==> config.mk <==
export PLATFORM = sky130hd
export DESIGN_NAME = i2c_cmd_seq
export DESIGN_NICKNAME = d
export VERILOG_FILES = /design/src/rtl/i2c_cseq_pkg.sv /design/src/rtl/cseq_fifo.sv /design/src/rtl/cseq_lvl.sv /design/src/rtl/cseq_ctrl.sv /design/src/rtl/i2c_cmd_seq.sv
export SDC_FILE = /design/constraint.sdc
export NUM_CORES = 1
export LEC_CHECK = 0
export BUFFER_PORTS_ARGS = -buffer_cell sky130_fd_sc_hd__buf_2
export CAP_MARGIN = 20
export CORE_UTILIZATION = 35
export DETAILED_ROUTE_END_ITERATION = 12
export GPL_TIMING_DRIVEN = 0
export PLACE_DENSITY = 0.63
export SYNTH_ARGS = -nofsm -noshare
export SYNTH_HDL_FRONTEND = slang
export SYNTH_SLANG_ARGS = --single-unit
==> constraint.sdc <==
create_clock -name clk -period 3.35 [get_ports clk]
set_clock_uncertainty 0.2 [all_clocks]
set_input_delay 0.67 -clock clk [delete_from_list [all_inputs] [get_ports clk]]
set_output_delay 0.67 -clock clk [all_outputs]
set_load 0.005 [all_outputs]
==> src/rtl/i2c_cseq_pkg.sv <==
package i2c_cseq_pkg;

    localparam int CMD_W    = 11;
    localparam int TGT_W    = 13;
    localparam int BIT_RD   = 8;
    localparam int BIT_STOP = 9;
    localparam int BIT_RS   = 10;
    localparam int BIT_TEN  = 12;

    typedef enum logic [1:0] {
        ENG_START = 2'd0,
        ENG_WRITE = 2'd1,
        ENG_READ  = 2'd2,
        ENG_STOP  = 2'd3
    } eng_op_e;

    typedef enum logic [2:0] {
        ST_IDLE,
        ST_START,
        ST_ADDR,
        ST_BYTE,
        ST_STOP,
        ST_HOLD
    } seq_st_e;

    // address phase step
    localparam logic [1:0] STEP_HDR    = 2'd0;
    localparam logic [1:0] STEP_LOW    = 2'd1;
    localparam logic [1:0] STEP_HDR_RD = 2'd2;

    function automatic logic [7:0] addr_byte(input logic ten, input logic [9:0] a,
                                             input logic [1:0] step, input logic rd);
        logic [7:0] b;
        if (!ten) begin
            b = {a[6:0], rd};
        end else begin
            case (step)
                STEP_LOW:    b = a[7:0];
                STEP_HDR_RD: b = {5'b11110, a[9:8], 1'b1};
                default:     b = {5'b11110, a[9:8], 1'b0};
            endcase
        end
        return b;
    endfunction

endpackage

==> src/rtl/cseq_fifo.sv <==
module cseq_fifo #(
    parameter int W     = 8,
    parameter int DEPTH = 8,
    localparam int AW   = (DEPTH > 1) ? $clog2(DEPTH) : 1,
    localparam int LW   = $clog2(DEPTH + 1)
) (
    input  logic          clk,
    input  logic          rst_n,
    input  logic          push,
    input  logic [W-1:0]  wdata,
    input  logic          pop,
    input  logic          flush,
    output logic [W-1:0]  rdata,
    output logic [LW-1:0] level,
    output logic          full,
    output logic          empty
);
    localparam logic [AW-1:0] LAST_IDX = AW'(DEPTH - 1);
    localparam logic [LW-1:0] MAX_LVL  = LW'(DEPTH);

    typedef struct packed {
        logic [AW-1:0] wp;
        logic [AW-1:0] rp;
        logic [LW-1:0] cnt;
    } fifo_st_t;

    fifo_st_t q, d;
    logic [W-1:0] mem [DEPTH];
    logic do_push, do_pop;

    assign full    = (q.cnt == MAX_LVL);
    assign empty   = (q.cnt == '0);
    assign do_push = push && !full;
    assign do_pop  = pop && !empty;
    assign rdata   = mem[q.rp];
    assign level   = q.cnt;

    always_comb begin
        d = q;
        if (flush) begin
            d = '0;
        end else begin
            if (do_push) d.wp = (q.wp == LAST_IDX) ? '0 : q.wp + 1'b1;
            if (do_pop)  d.rp = (q.rp == LAST_IDX) ? '0 : q.rp + 1'b1;
            case ({do_push, do_pop})
                2'b10:   d.cnt = q.cnt + 1'b1;
                2'b01:   d.cnt = q.cnt - 1'b1;
                default: d.cnt = q.cnt;
            endcase
        end
    end

    always_ff @(posedge clk or negedge rst_n) begin
        if (!rst_n) q <= '0;
        else        q <= d;
    end

    always_ff @(posedge clk) begin
        if (do_push && !flush) mem[q.wp] <= wdata;
    end

endmodule

==> src/rtl/cseq_lvl.sv <==
module cseq_lvl #(
    parameter int TX_LW = 4,
    parameter int RX_LW = 4
) (
    input  logic [TX_LW-1:0] tx_lvl,
    input  logic [TX_LW-1:0] tx_thr,
    input  logic [RX_LW-1:0] rx_lvl,
    input  logic [RX_LW-1:0] rx_thr,
    output logic             tx_low,
    output logic             rx_high
);
    always_comb begin
        tx_low  = (tx_lvl <= tx_thr);
        rx_high = (rx_lvl > rx_thr);
    end
endmodule

==> src/rtl/cseq_ctrl.sv <==
module cseq_ctrl
    import i2c_cseq_pkg::*;
(
    input  logic             clk,
    input  logic             rst_n,
    input  logic             tx_empty,
    input  logic [CMD_W-1:0] tx_head,
    output logic             tx_pop,
    input  logic             rx_full,
    output logic             rx_push,
    input  logic [TGT_W-1:0] tgt_cfg,
    output logic             eng_valid,
    output eng_op_e          eng_op,
    output logic [7:0]       eng_wdata,
    output logic             eng_mnak,
    input  logic             eng_done,
    input  logic             eng_nak,
    output logic             flush,
    output logic             stop_det,
    output logic             bus_hold
);
    typedef struct packed {
        seq_st_e          st;
        logic [CMD_W-1:0] cur;
        logic             ten;
        logic [9:0]       addr;
        logic [1:0]       step;
        logic             last_rd;
        logic             flush;
        logic             stop_det;
    } ctl_t;

    ctl_t q, d;
    logic cur_rd, head_rd, head_rs, fire;
    logic unused_bits;

    assign cur_rd      = q.cur[BIT_RD];
    assign head_rd     = tx_head[BIT_RD];
    assign head_rs     = tx_head[BIT_RS];
    assign unused_bits = q.cur[BIT_RS] ^ tgt_cfg[11] ^ tgt_cfg[10];

    // engine request decode
    always_comb begin
        eng_valid = 1'b0;
        eng_op    = ENG_START;
        eng_wdata = '0;
        eng_mnak  = 1'b0;
        case (q.st)
            ST_START: begin
                eng_valid = 1'b1;
                eng_op    = ENG_START;
            end
            ST_ADDR: begin
                eng_valid = 1'b1;
                eng_op    = ENG_WRITE;
                eng_wdata = addr_byte(q.ten, q.addr, q.step, cur_rd);
            end
            ST_BYTE: begin
                eng_valid = !(cur_rd && rx_full);
                eng_op    = cur_rd ? ENG_READ : ENG_WRITE;
                eng_wdata = q.cur[7:0];
                eng_mnak  = cur_rd && q.cur[BIT_STOP];
            end
            ST_STOP: begin
                eng_valid = 1'b1;
                eng_op    = ENG_STOP;
            end
            default: ;
        endcase
    end

    assign fire = eng_valid && eng_done;

    always_comb begin
        d          = q;
        d.flush    = 1'b0;
        d.stop_det = 1'b0;
        tx_pop     = 1'b0;
        rx_push    = 1'b0;
        case (q.st)
            ST_IDLE: begin
                if (!tx_empty) begin
                    tx_pop = 1'b1;
                    d.cur  = tx_head;
                    d.ten  = tgt_cfg[BIT_TEN];
                    d.addr = tgt_cfg[9:0];
                    d.step = STEP_HDR;
                    d.st   = ST_START;
                end
            end
            ST_HOLD: begin
                if (!tx_empty) begin
                    tx_pop = 1'b1;
                    d.cur  = tx_head;
                    if (head_rs || (head_rd != q.last_rd)) begin
                        d.step = STEP_HDR;
                        d.st   = ST_START;
                    end else begin
                        d.st = ST_BYTE;
                    end
                end
            end
            ST_START: begin
                if (fire) d.st = ST_ADDR;
            end
            ST_ADDR: begin
                if (fire) begin
                    if (eng_nak) begin
                        d.flush = 1'b1;
                        d.st    = ST_STOP;
                    end else if (!q.ten || q.step == STEP_HDR_RD) begin
                        d.st = ST_BYTE;
                    end else if (q.step == STEP_HDR) begin
                        d.step = STEP_LOW;
                    end else if (cur_rd) begin
                        d.step = STEP_HDR_RD;
                        d.st   = ST_START;
                    end else begin
                        d.st = ST_BYTE;
                    end
                end
            end
            ST_BYTE: begin
                if (fire) begin
                    if (!cur_rd && eng_nak) begin
                        d.flush = 1'b1;
                        d.st    = ST_STOP;
                    end else begin
                        rx_push   = cur_rd;
                        d.last_rd = cur_rd;
                        d.st      = q.cur[BIT_STOP] ? ST_STOP : ST_HOLD;
                    end
                end
            end
            ST_STOP: begin
                if (fire) begin
                    d.stop_det = 1'b1;
                    d.st       = ST_IDLE;
                end
            end
            default: d.st = ST_IDLE;
        endcase
    end

    always_ff @(posedge clk or negedge rst_n) begin
        if (!rst_n) begin
            q    <= '0;
            q.st <= ST_IDLE;
        end else begin
            q <= d;
        end
    end

    assign flush    = q.flush;
    assign stop_det = q.stop_det;
    assign bus_hold = (q.st == ST_HOLD);

endmodule

==> src/rtl/i2c_cmd_seq.sv <==
module i2c_cmd_seq
    import i2c_cseq_pkg::*;
#(
    parameter int TX_DEPTH = 8,
    parameter int RX_DEPTH = 8,
    localparam int TX_LW   = $clog2(TX_DEPTH + 1),
    localparam int RX_LW   = $clog2(RX_DEPTH + 1)
) (
    input  logic             clk,
    input  logic             rst_n,
    input  logic             cmd_wr,
    input  logic [CMD_W-1:0] cmd_word,
    output logic             cmd_full,
    input  logic             rx_rd,
    output logic [7:0]       rx_byte,
    output logic             rx_empty,
    input  logic [TGT_W-1:0] tgt_cfg,
    input  logic [TX_LW-1:0] tx_thr,
    input  logic [RX_LW-1:0] rx_thr,
    output logic [TX_LW-1:0] tx_lvl,
    output logic [RX_LW-1:0] rx_lvl,
    output logic             tx_low_flag,
    output logic             rx_high_flag,
    output logic             eng_valid,
    output logic [1:0]       eng_op,
    output logic [7:0]       eng_wdata,
    output logic             eng_mnak,
    input  logic             eng_done,
    input  logic             eng_nak,
    input  logic [7:0]       eng_rdata,
    output logic             bus_hold,
    output logic             stop_det,
    output logic             abort
);
    logic             tx_empty, tx_pop, rx_full, rx_push, flush;
    logic [CMD_W-1:0] tx_head;
    eng_op_e          op_w;

    cseq_fifo #(.W(CMD_W), .DEPTH(TX_DEPTH)) u_txq (
        .clk(clk), .rst_n(rst_n), .push(cmd_wr), .wdata(cmd_word), .pop(tx_pop),
        .flush(flush), .rdata(tx_head), .level(tx_lvl), .full(cmd_full), .empty(tx_empty)
    );

    cseq_fifo #(.W(8), .DEPTH(RX_DEPTH)) u_rxq (
        .clk(clk), .rst_n(rst_n), .push(rx_push), .wdata(eng_rdata), .pop(rx_rd),
        .flush(flush), .rdata(rx_byte), .level(rx_lvl), .full(rx_full), .empty(rx_empty)
    );

    cseq_lvl #(.TX_LW(TX_LW), .RX_LW(RX_LW)) u_lvl (
        .tx_lvl(tx_lvl), .tx_thr(tx_thr), .rx_lvl(rx_lvl), .rx_thr(rx_thr),
        .tx_low(tx_low_flag), .rx_high(rx_high_flag)
    );

    cseq_ctrl u_ctrl (
        .clk(clk), .rst_n(rst_n), .tx_empty(tx_empty), .tx_head(tx_head), .tx_pop(tx_pop),
        .rx_full(rx_full), .rx_push(rx_push), .tgt_cfg(tgt_cfg),
        .eng_valid(eng_valid), .eng_op(op_w), .eng_wdata(eng_wdata), .eng_mnak(eng_mnak),
        .eng_done(eng_done), .eng_nak(eng_nak), .flush(flush), .stop_det(stop_det),
        .bus_hold(bus_hold)
    );

    assign eng_op = op_w;
    assign abort  = flush;

endmodule

==> impl_metrics.ini, run 1 <==
[floorplan]
die_width_um = 161
die_area_mm2 = 0.0260
die_height_um = 161
ios = 81
initial_utilization_pct = 36.1
fp.coreArea_mm2 = 0.0246
row_count = 57

[placement]
numPortBuffers = 78
placed_area_mm2 = 0.00982
pre_cts_ws_ps = -181
place.detailed.hpwl_um = 12900
globalplace.congestion = 0.785

[synth]
synth.distinct_cells = 61
ys_seq_elements = 201
synth_edf_count = 152
synth_ff_type = edfxtp_1
synth.area.mux_share_pct = 13.9
netlist_area_mm2 = 0.00889
ys_warn_count = 0
synth_compound_area_share_pct = 6.15
synth_top_family_by_area = multiplexers
synth_fa_ha_area_share_pct = 3.97
async_flop_share_pct = 24.4
syn_nets = 648
synthSimpleGateAreaFrac_pct = 7.09
synth.yosys.seq_area_share_pct = 65.1
avgSynthCellArea_um2 = 15.5
synth_xor_area_share_pct = 0.873
synth_cells = 575

[critical_path]
crit_path_end_kind = primary output
start_kind = flip-flop
crit_required_ps = 2480
path_class = reg -> out
cp_num_cells = 5
cp_slowest_cell = mux4_2
critPathArrivalTime_ps = 2320
worstPathCellList = clkbuf_4 > buf_4 > mux4_2 > mux2_2 > buf_2
crit_buf_inv = 3
critPathMaxFanout = 10
r2r_cells = 10
critical_path.top_delay_family = multiplexers
cp_slowest_stage_delay_ps = 530

[global_route]
grt_use_total_pct = 14.3
globalRouteOverflowTotal = 0
grt_pass1_vias = 5294
antenna_found_initial = 1
grt_pass1_wl_um = 28800
grt_max_degree = 29

[cells_and_area]
area_delta_synth_final_pct = 21.4
multiInputGateArea_mm2 = 0.00290
nets = 765
stdcell_area_mm2 = 0.0108
drive_above_1_share_pct = 30.6
regArea_mm2 = 0.00579
fin_util_pct = 43.9
fill_cells = 2168

[sta]
fmax_mhz = 313
rsz0062_at_grt = false
max_slew_margin_pct = 39.7
hold_ws_ps = 186
tightest_slew_ps = 900
drv_slew = 0
hold_viol = 0
setup_viol = 0
fin_crit_sh_pct = 95.4
post-route-min-period_ps = 3190
setup_ws_ps = 155

[detailed_routing]
met3_length_um = 755
wl_met2_um = 9320
drt-total-wl_um = 18400
routed.top_layer = met5
drtIter0Drc = 320
drc = 0
wl_per_cell_um = 17.8
dr.pass1.iters = 5
ant_nets = 0
routed_via_density = 5.08
dr_total_vias = 5246
wl_met1_um = 7800

[clock_network]
clock_path_buffers = 3
cts.sinks = 201
cts.clk_slew.worst_paths_ps = 60
insertion_delay_ps = 500
h-tree-depth = 1
cts_tree = yes
root_buffer = clkbuf_16
cts_buffers = 23

[run_status]
status = finished, final reports clean

[job]
cap_viol_max_count = 0

[power_and_ir_drop]
ir_drop_mv = 0.461
p_leak_uw = 0.00409
power_density_mw_per_mm2 = 908

[hold_path]
holdPathStages = 2
min_path_type = in -> reg
==> sequential cells by signal, summed over array words and instances (netlist names) <==
register and cells:
u_txq.mem 88, u_rxq.mem 64, u_ctrl.q 26, u_rxq.q 6, u_txq.q 6, u_rxq.level 4, u_txq.level 4, u_ctrl.cur_rd 1
u_ctrl.flush 1, u_ctrl.stop_det 1
==> stage by stage <==
stage	power [uW]	setup TNS, ps	std cells
4_1_cts	9870	0	1027
3_3_place_gp	6800	-3270	977
3_5_place_dp	6890	-181	986
2_1_floorplan	5860	0	575
5_1_grt	10400	0	1031
6_report	9800	0	1032
==> report_power, final <==
part	leakage (uW)	internal, uW	switching (uW)
clock	0.000434	1950	993
sequential	0.00197	3130	338
combinational	0.00168	1610	1780
total	0.00409	6690	3110
==> area by class of cell <==
type / count / share of cell area [%]
buffer: 36 / 1.86
timing repair buffer: 92 / 4.94
clock inverter: 16 / 2.92
multi-input combinational: 320 / 26.9
tap: 324 / 3.76
inverter: 18 / 0.626
clock buffer: 24 / 5.37
antenna: 1 / 0.0232
sequential: 201 / 53.7
==> repair_timing <==
| item | 4_1_cts | 5_1_grt |
|---|---|---|
| resized for setup | 6 | 6 |
| setup endpoints to repair | 9 | 10 |
| pin swaps | 0 | 1 |
| hold buffers | 1 | 0 |
| endpoints found under the hold margin | 21 | 0 |
| buffers inserted | 0 | 4 |
==> final timing paths <==
path	start	endpoint	slack (ps)
worst max-delay path	u_rxq.q[4]	rx_byte[1]	160
worst min-delay path	tgt_cfg[12]	u_ctrl.q[15]	190
worst max register to register	u_rxq.level[1]	u_rxq.level[3]	180
worst min register to register	u_ctrl.q[8]	u_ctrl.q[8]	320
max in group asynchronous	rst_n	u_txq.level[1]	1900
min in group asynchronous	rst_n	u_ctrl.q[15]	510
==> layout by cell type, fill, tap and decap left out, types with 3 or more instances in the layout <==
| cell type | count |
|---|---|
| edfxtp_1 | 152 |
| buf_2 | 85 |
| nor2_1 | 53 |
| dfrtp_1 | 49 |
| a21oi_1 | 44 |
| mux4_2 | 38 |
| ha_1 | 24 |
| clkbuf_16 | 23 |
| nand2_1 | 19 |
| inv_1 | 17 |
| buf_4 | 17 |
| mux2i_1 | 14 |
| clkbuf_1 | 10 |
| mux2_1 | 10 |
| mux2_2 | 9 |
| bufinv_16 | 9 |
| or3_1 | 8 |
| nand2b_1 | 8 |
| a211oi_1 | 7 |
| o21ai_0 | 7 |
| buf_6 | 7 |
| nor2b_1 | 5 |
| xor2_1 | 5 |
| buf_1 | 4 |
| o31ai_1 | 4 |
| clkbuf_2 | 3 |
| o22ai_1 | 3 |
| nor3_1 | 3 |
| nor3_2 | 3 |
| nor3b_2 | 3 |
| a31oi_1 | 3 |
==> routing by layer <==
metal	vias to the layer above	GRT usage, %
met1	2650	18.0
met2	119	25.2
met3	40	2.34
li1	2435	-
met4	2	4.37
met5	-	0
==> kinds of logic after synthesis <==
logic type / count (synthesis)
muxes: 72
AOI/OAI and AO/OA: 87
buffers and inverters: 54
adders and majority gates: 27
DFF: 201
xor gates and xnor gates: 8
and+or+nand+nor: 126
==> synthesized netlist by cell type, drive strengths merged (8+ instances only) <==
cell	n	share of area [%]
a21oi	44	2.5
buf	24	1.6
clkbuf	12	0.51
dfrtp	49	14
edfxtp	152	51
ha	25	3.5
inv	18	0.76
mux2	19	2.4
mux2i	15	1.8
mux4	38	9.6
nand2	19	0.80
nand2b	9	0.66
nor2	54	2.3
o21ai	10	0.56
or3	8	0.56
==> worst reg2reg max path, stage by stage, from the launching register on <==
cell and delay (ps):
dfrtp_1 460, or3_1 510, o21a_1 280, o211ai_4 240, ha_2 290, ha_1 240, a21o_1 170, a21oi_1 160
xor2_1 90, or3_1 310, a21oi_1 140
No activity file was read; power rests on OpenSTA's default activity.
==> run 2: changes to the inputs <==
--- a/config.mk
+++ b/config.mk
@@ -7,6 +7,7 @@
 export LEC_CHECK = 0
 export BUFFER_PORTS_ARGS = -buffer_cell sky130_fd_sc_hd__buf_2
 export CAP_MARGIN = 20
+export CORE_ASPECT_RATIO = 1.4
 export CORE_UTILIZATION = 35
 export DETAILED_ROUTE_END_ITERATION = 12
 export GPL_TIMING_DRIVEN = 0
==> impl_metrics.ini, run 2 (same netlist as run 1, synthesis figures left out) <==
[clock_network]
cts_tree = yes
cts.sinks = 201
cts.clk_slew.worst_paths_ps = 60
h-tree-depth = 1
root_buffer = clkbuf_16
clock_path_buffers = 3
insertion_delay_ps = 510
cts_buffers = 21

[critical_path]
critPathMaxFanout = 8
worstPathCellList = inv_1 > ha_1 > clkbuf_1 > a21oi_1 > a211oi_1 > a21oi_1 > nor2_1 > buf_2
critPathArrivalTime_ps = 2340
critical_path.top_delay_family = compound AO/OA/AOI/OAI gates
cp_slowest_stage_delay_ps = 380
crit_path_end_kind = primary output
cp_slowest_cell = dfrtp_1
crit_buf_inv = 3
path_class = reg -> out
start_kind = flip-flop
crit_required_ps = 2480
cpMostUsedCell = a21oi_1

[floorplan]
initial_utilization_pct = 35.9
ios = 81
die_width_um = 137
die_height_um = 191
die_area_mm2 = 0.0260
fp.coreArea_mm2 = 0.0248
row_count = 68

[sta]
tightest_slew_ps = 829
hold_ws_ps = 176
fmax_mhz = 312
tns_ps = 0
rsz0062_at_grt = false
drv_slew = 0
max_slew_margin_pct = 44.7
hold_viol = 0
setup_viol = 0
post-route-min-period_ps = 3210
fin_crit_sh_pct = 95.7

[global_route]
met3_usage_pct = 2.84
grt_max_degree = 27
met1_usage_pct = 17.4
use_met2_pct = 26.6
grt_use_total_pct = 14.7
grt_pass1_vias = 5251
antenna_found_initial = 1
globalRouteOverflowTotal = 0
busiest_layer = met2
grt_pass1_wl_um = 28900

[run_status]
status = finished, final reports clean

[cells_and_area]
final_cells = 1020
mostFrequentLayoutCells = 152 x edfxtp_1, 87 x buf_2, 53 x nor2_1
fill_cells = 2216
drive_above_1_share_pct = 30.5
layout.cells.most_common = edfxtp_1
largest-register = u_txq.mem
stdcell_area_mm2 = 0.0106
largest_register_ffs = 88
area_delta_synth_final_pct = 19.1
reg_top3 = u_txq.mem x88, u_rxq.mem x64, u_ctrl.q x26
nets = 762

[job]
cap_viol_max_count = 0

[placement]
globalplace.congestion = 0.838
place.detailed.hpwl_um = 13100
placed_area_mm2 = 0.00979
numPortBuffers = 78
placed_cells = 979

[detailed_routing]
drt-total-wl_um = 18500
dr_total_vias = 5156
ant_nets = 0
dr.pass1.iters = 4
routed_via_density = 5.05
drc = 0
wl_per_cell_um = 18.2
drtIter0Drc = 244

[power_and_ir_drop]
power_density_mw_per_mm2 = 871
ir_drop_mv = 0.411
p_leak_uw = 0.00400

[hold_path]
min_path_type = in -> reg
==> run 2: cell types whose count changed in the layout (fill, tap and decap cells not counted), sizes merged <==
cell	previous run	this run
inv	20	19
bufinv	9	2
clkinv	4	5
clkinvlp	1	3
buf	114	115
clkbuf	37	38
==> run 2: timing repair <==
action                                  4_1_cts  5_1_grt
buffers inserted                              0        2
hold buffers                                  1        0
endpoints found under the setup margin        9       15
endpoints found under the hold margin        23        0
gates resized for setup                       4       11
pin swaps                                     0        1
==> run 2: worst paths after layout <==
check / from / endpoint / slack [ps] / cells after the start
worst max-delay path: u_ctrl.q[4] / eng_wdata[7] / 140 / 8
worst min-delay path: tgt_cfg[0] / u_ctrl.q[5] / 180 / 2
worst max register to register: u_ctrl.q[29] / u_txq.level[3] / 270 / 11
worst min register to register: u_ctrl.q[14] / u_ctrl.q[14] / 310 / 1
max in group asynchronous: rst_n / u_ctrl.q[9] / 1860 / 3
min in group asynchronous: rst_n / u_rxq.q[4] / 520 / 2
==> run 2: final cells by class <==
type / instances / area, um2 / area share [%]
sequential: 201 / 5790 / 54.7
timing repair buffer: 92 / 513 / 4.85
multi-input combinational: 320 / 2900 / 27.4
clock inverter: 11 / 123 / 1.16
inverter: 18 / 67.6 / 0.638
clock buffer: 27 / 598 / 5.65
antenna: 1 / 2.50 / 0.0236
buffer: 35 / 196 / 1.86
tap: 315 / 394 / 3.72
==> run 2: per-stage QoR <==
stage | setup WS, ps | util (%) | power [uW]
after detailed placement | -171 | 39.5 | 6870
after CTS | 2.64 | 42.5 | 9300
after global placement | -155 | 39.1 | 6790
final | 145 | 42.8 | 9220
after global routing | 14.2 | 42.7 | 9850
after floorplan | 367 | - | 5860
==> run 2: worst reg2reg max path, stage by stage (launching register included) <==
cell,delay [ps]
dfrtp_1,420
clkbuf_2,200
xor2_1,200
nor3_4,330
clkbuf_2,320
ha_1,240
ha_1,240
a21o_1,170
a21oi_1,170
xnor2_1,90
or3_1,300
a21oi_1,130
==> run 2: power breakdown <==
| group | internal (uW) | switching (uW) | leakage, uW |
|---|---|---|---|
| combinational | 1610 | 1750 | 0.00168 |
| clock | 1420 | 973 | 0.000347 |
| sequential | 3130 | 341 | 0.00197 |
==> run 2: routing by layer <==
layer	wire, um	vias to the layer above	part of all wire [%]
met4	367	0	2.0
met3	883	29	4.8
met2	9910	106	53
met5	0	-	0
li1	-	2426	-
met1	7390	2595	40
==> run 3: changes to the inputs <==
--- a/config.mk
+++ b/config.mk
@@ -11,7 +11,6 @@
 export CORE_UTILIZATION = 35
 export DETAILED_ROUTE_END_ITERATION = 12
 export GPL_TIMING_DRIVEN = 0
-export PLACE_DENSITY = 0.63
 export SYNTH_ARGS = -nofsm -noshare
 export SYNTH_HDL_FRONTEND = slang
 export SYNTH_SLANG_ARGS = --single-unit
==> impl_metrics.ini, run 3 (same netlist as run 1, synthesis figures left out) <==
[detailed_routing]
drc = 0
routed_via_density = 5.10
ant_nets = 0
dr.pass1.iters = 5
dr_total_vias = 5213
wl_per_cell_um = 18.8
drtIter0Drc = 252
drt-total-wl_um = 19200

[critical_path]
crit_required_ps = 2480
cp_slowest_stage_delay_ps = 540
r2r_start = u_ctrl.q[29]
critPathMaxFanout = 10
cp_slowest_cell = mux4_2
crit_buf_inv = 3
start_kind = flip-flop
critPathArrivalTime_ps = 2300
critical_path.top_delay_family = multiplexers
crit_path_end_kind = primary output
path_class = reg -> out
cpMostUsedCell = buf_4
crit_start = u_rxq.q[4]
worstPathCellList = buf_4 > buf_4 > mux4_2 > mux2_2 > buf_2

[run_status]
status = finished, final reports clean

[clock_network]
cts.clk_slew.worst_paths_ps = 60
root_buffer = clkbuf_16
cts_tree = yes
clock_path_buffers = 3
h-tree-depth = 1
cts.sinks = 201
insertion_delay_ps = 510
cts_buffers = 21

[floorplan]
fp.coreArea_mm2 = 0.0248
die_area_mm2 = 0.0260
die_height_um = 191
row_count = 68
ios = 81
initial_utilization_pct = 35.9
die_width_um = 137

[cells_and_area]
area_delta_synth_final_pct = 19.0
drive_above_1_share_pct = 29.7
largest-register = u_txq.mem
reg_top3 = u_txq.mem x88, u_rxq.mem x64, u_ctrl.q x26
fill_cells = 2255
layout.cells.most_common = edfxtp_1
largest_register_ffs = 88
nets = 766
mostFrequentLayoutCells = 152 x edfxtp_1, 87 x buf_2, 53 x nor2_1

[global_route]
antenna_found_initial = 2
grt_use_total_pct = 15.4
grt_max_degree = 50
globalRouteOverflowTotal = 0
grt_pass1_wl_um = 30400
grt_pass1_vias = 5591

[placement]
place.detailed.hpwl_um = 14100
numPortBuffers = 78
pre_cts_ws_ps = -242
globalplace.congestion = 0.820

[sta]
drv_slew = 0
setup_viol = 0
fin_crit_sh_pct = 94.7
tightest_slew_ps = 833
hold_viol = 0
post-route-min-period_ps = 3170
setup_ws_ps = 177
max_slew_margin_pct = 44.5
fmax_mhz = 315
rsz0062_at_grt = false

[power_and_ir_drop]
power_density_mw_per_mm2 = 873
ir_drop_mv = 0.546
p_leak_uw = 0.00400
finalPower_uw = 9230

[hold_path]
hold_path.startpoint = tgt_cfg[6]
min_path_type = in -> reg

[job]
cap_viol_max_count = 0
[run 3: cell types whose count changed in the layout (fill, tap and decap cells not counted), sizes merged]
| cell | before | now |
|---|---|---|
| clkinv | 5 | 7 |
| clkbuf | 38 | 37 |
| buf | 115 | 118 |
| bufinv | 2 | 3 |
| clkinvlp | 3 | 1 |
[run 3: layer usage]
layer	wire length, um	share of wire (%)	track usage, %	vias to the layer above
li1	-	-	-	2436
met1	7250	38	17.3	2592
met2	10500	55	28.9	142
met3	998	5.2	2.84	41
met4	416	2.2	4.44	2
met5	13	0.068	0	-
[run 3: final cells by class]
| type | instances | area, um2 | share of cell area [%] |
|---|---|---|---|
| multi-input combinational | 320 | 2890 | 27.3 |
| tap | 315 | 394 | 3.73 |
| clock inverter | 12 | 140 | 1.32 |
| inverter | 18 | 67.6 | 0.639 |
| clock buffer | 25 | 541 | 5.11 |
| sequential | 201 | 5790 | 54.7 |
| timing repair buffer | 96 | 558 | 5.27 |
| buffer | 35 | 196 | 1.86 |
| antenna | 1 | 2.50 | 0.0237 |
[run 3: per-stage QoR]
step / hold slack, ps / utilization, % / std cells / instance area, um2 / TNS (ps)
6_report: 179 / 42.7 / 1023 / 10600 / 0
5_1_grt: 168 / 42.7 / 1022 / 10600 / 0
4_1_cts: 160 / 42.4 / 1016 / 10500 / 0
3_5_place_dp: 282 / 39.5 / 980 / 9790 / -242
3_3_place_gp: 288 / 39.1 / 968 / 9670 / -3390
2_1_floorplan: 174 / - / 575 / 8890 / 0
[run 3: worst paths after layout]
path / end / slack, ps / depth (start not counted)
worst max-delay path: rx_byte[1] / 180 / 5
worst max register to register: u_txq.level[3] / 180 / 11
worst min-delay path: u_ctrl.q[11] / 180 / 2
worst min register to register: u_ctrl.q[14] / 300 / 1
max in group asynchronous: u_ctrl.q[15] / 2040 / 3
min in group asynchronous: u_rxq.q[5] / 410 / 2
[run 3: worst register-to-register path, cell delays in order (launching register included)]
cell and delay [ps]:
dfrtp_1 430, clkbuf_2 210, xor2_1 190, nor3_4 310
clkbuf_2 320, ha_1 250, ha_1 250, a21o_1 180
a21oi_1 180, xnor2_1 90, or3_1 300, a21oi_1 160
[run 3: power breakdown]
part / total, uW / internal (uW) / switching [uW]
clock network: 2320 / 1380 / 940
registers: 3480 / 3130 / 358
logic: 3420 / 1630 / 1800
[run 3: timing repair]
| item | 4_1_cts | 5_1_grt |
|---|---|---|
| gates cloned | 0 | 0 |
| setup endpoints to repair | 11 | 6 |
| buffers inserted | 0 | 4 |
| pin swaps | 0 | 1 |
| hold buffers | 0 | 1 |
| gates resized for setup | 7 | 7 |
| endpoints found under the hold margin | 0 | 9 |
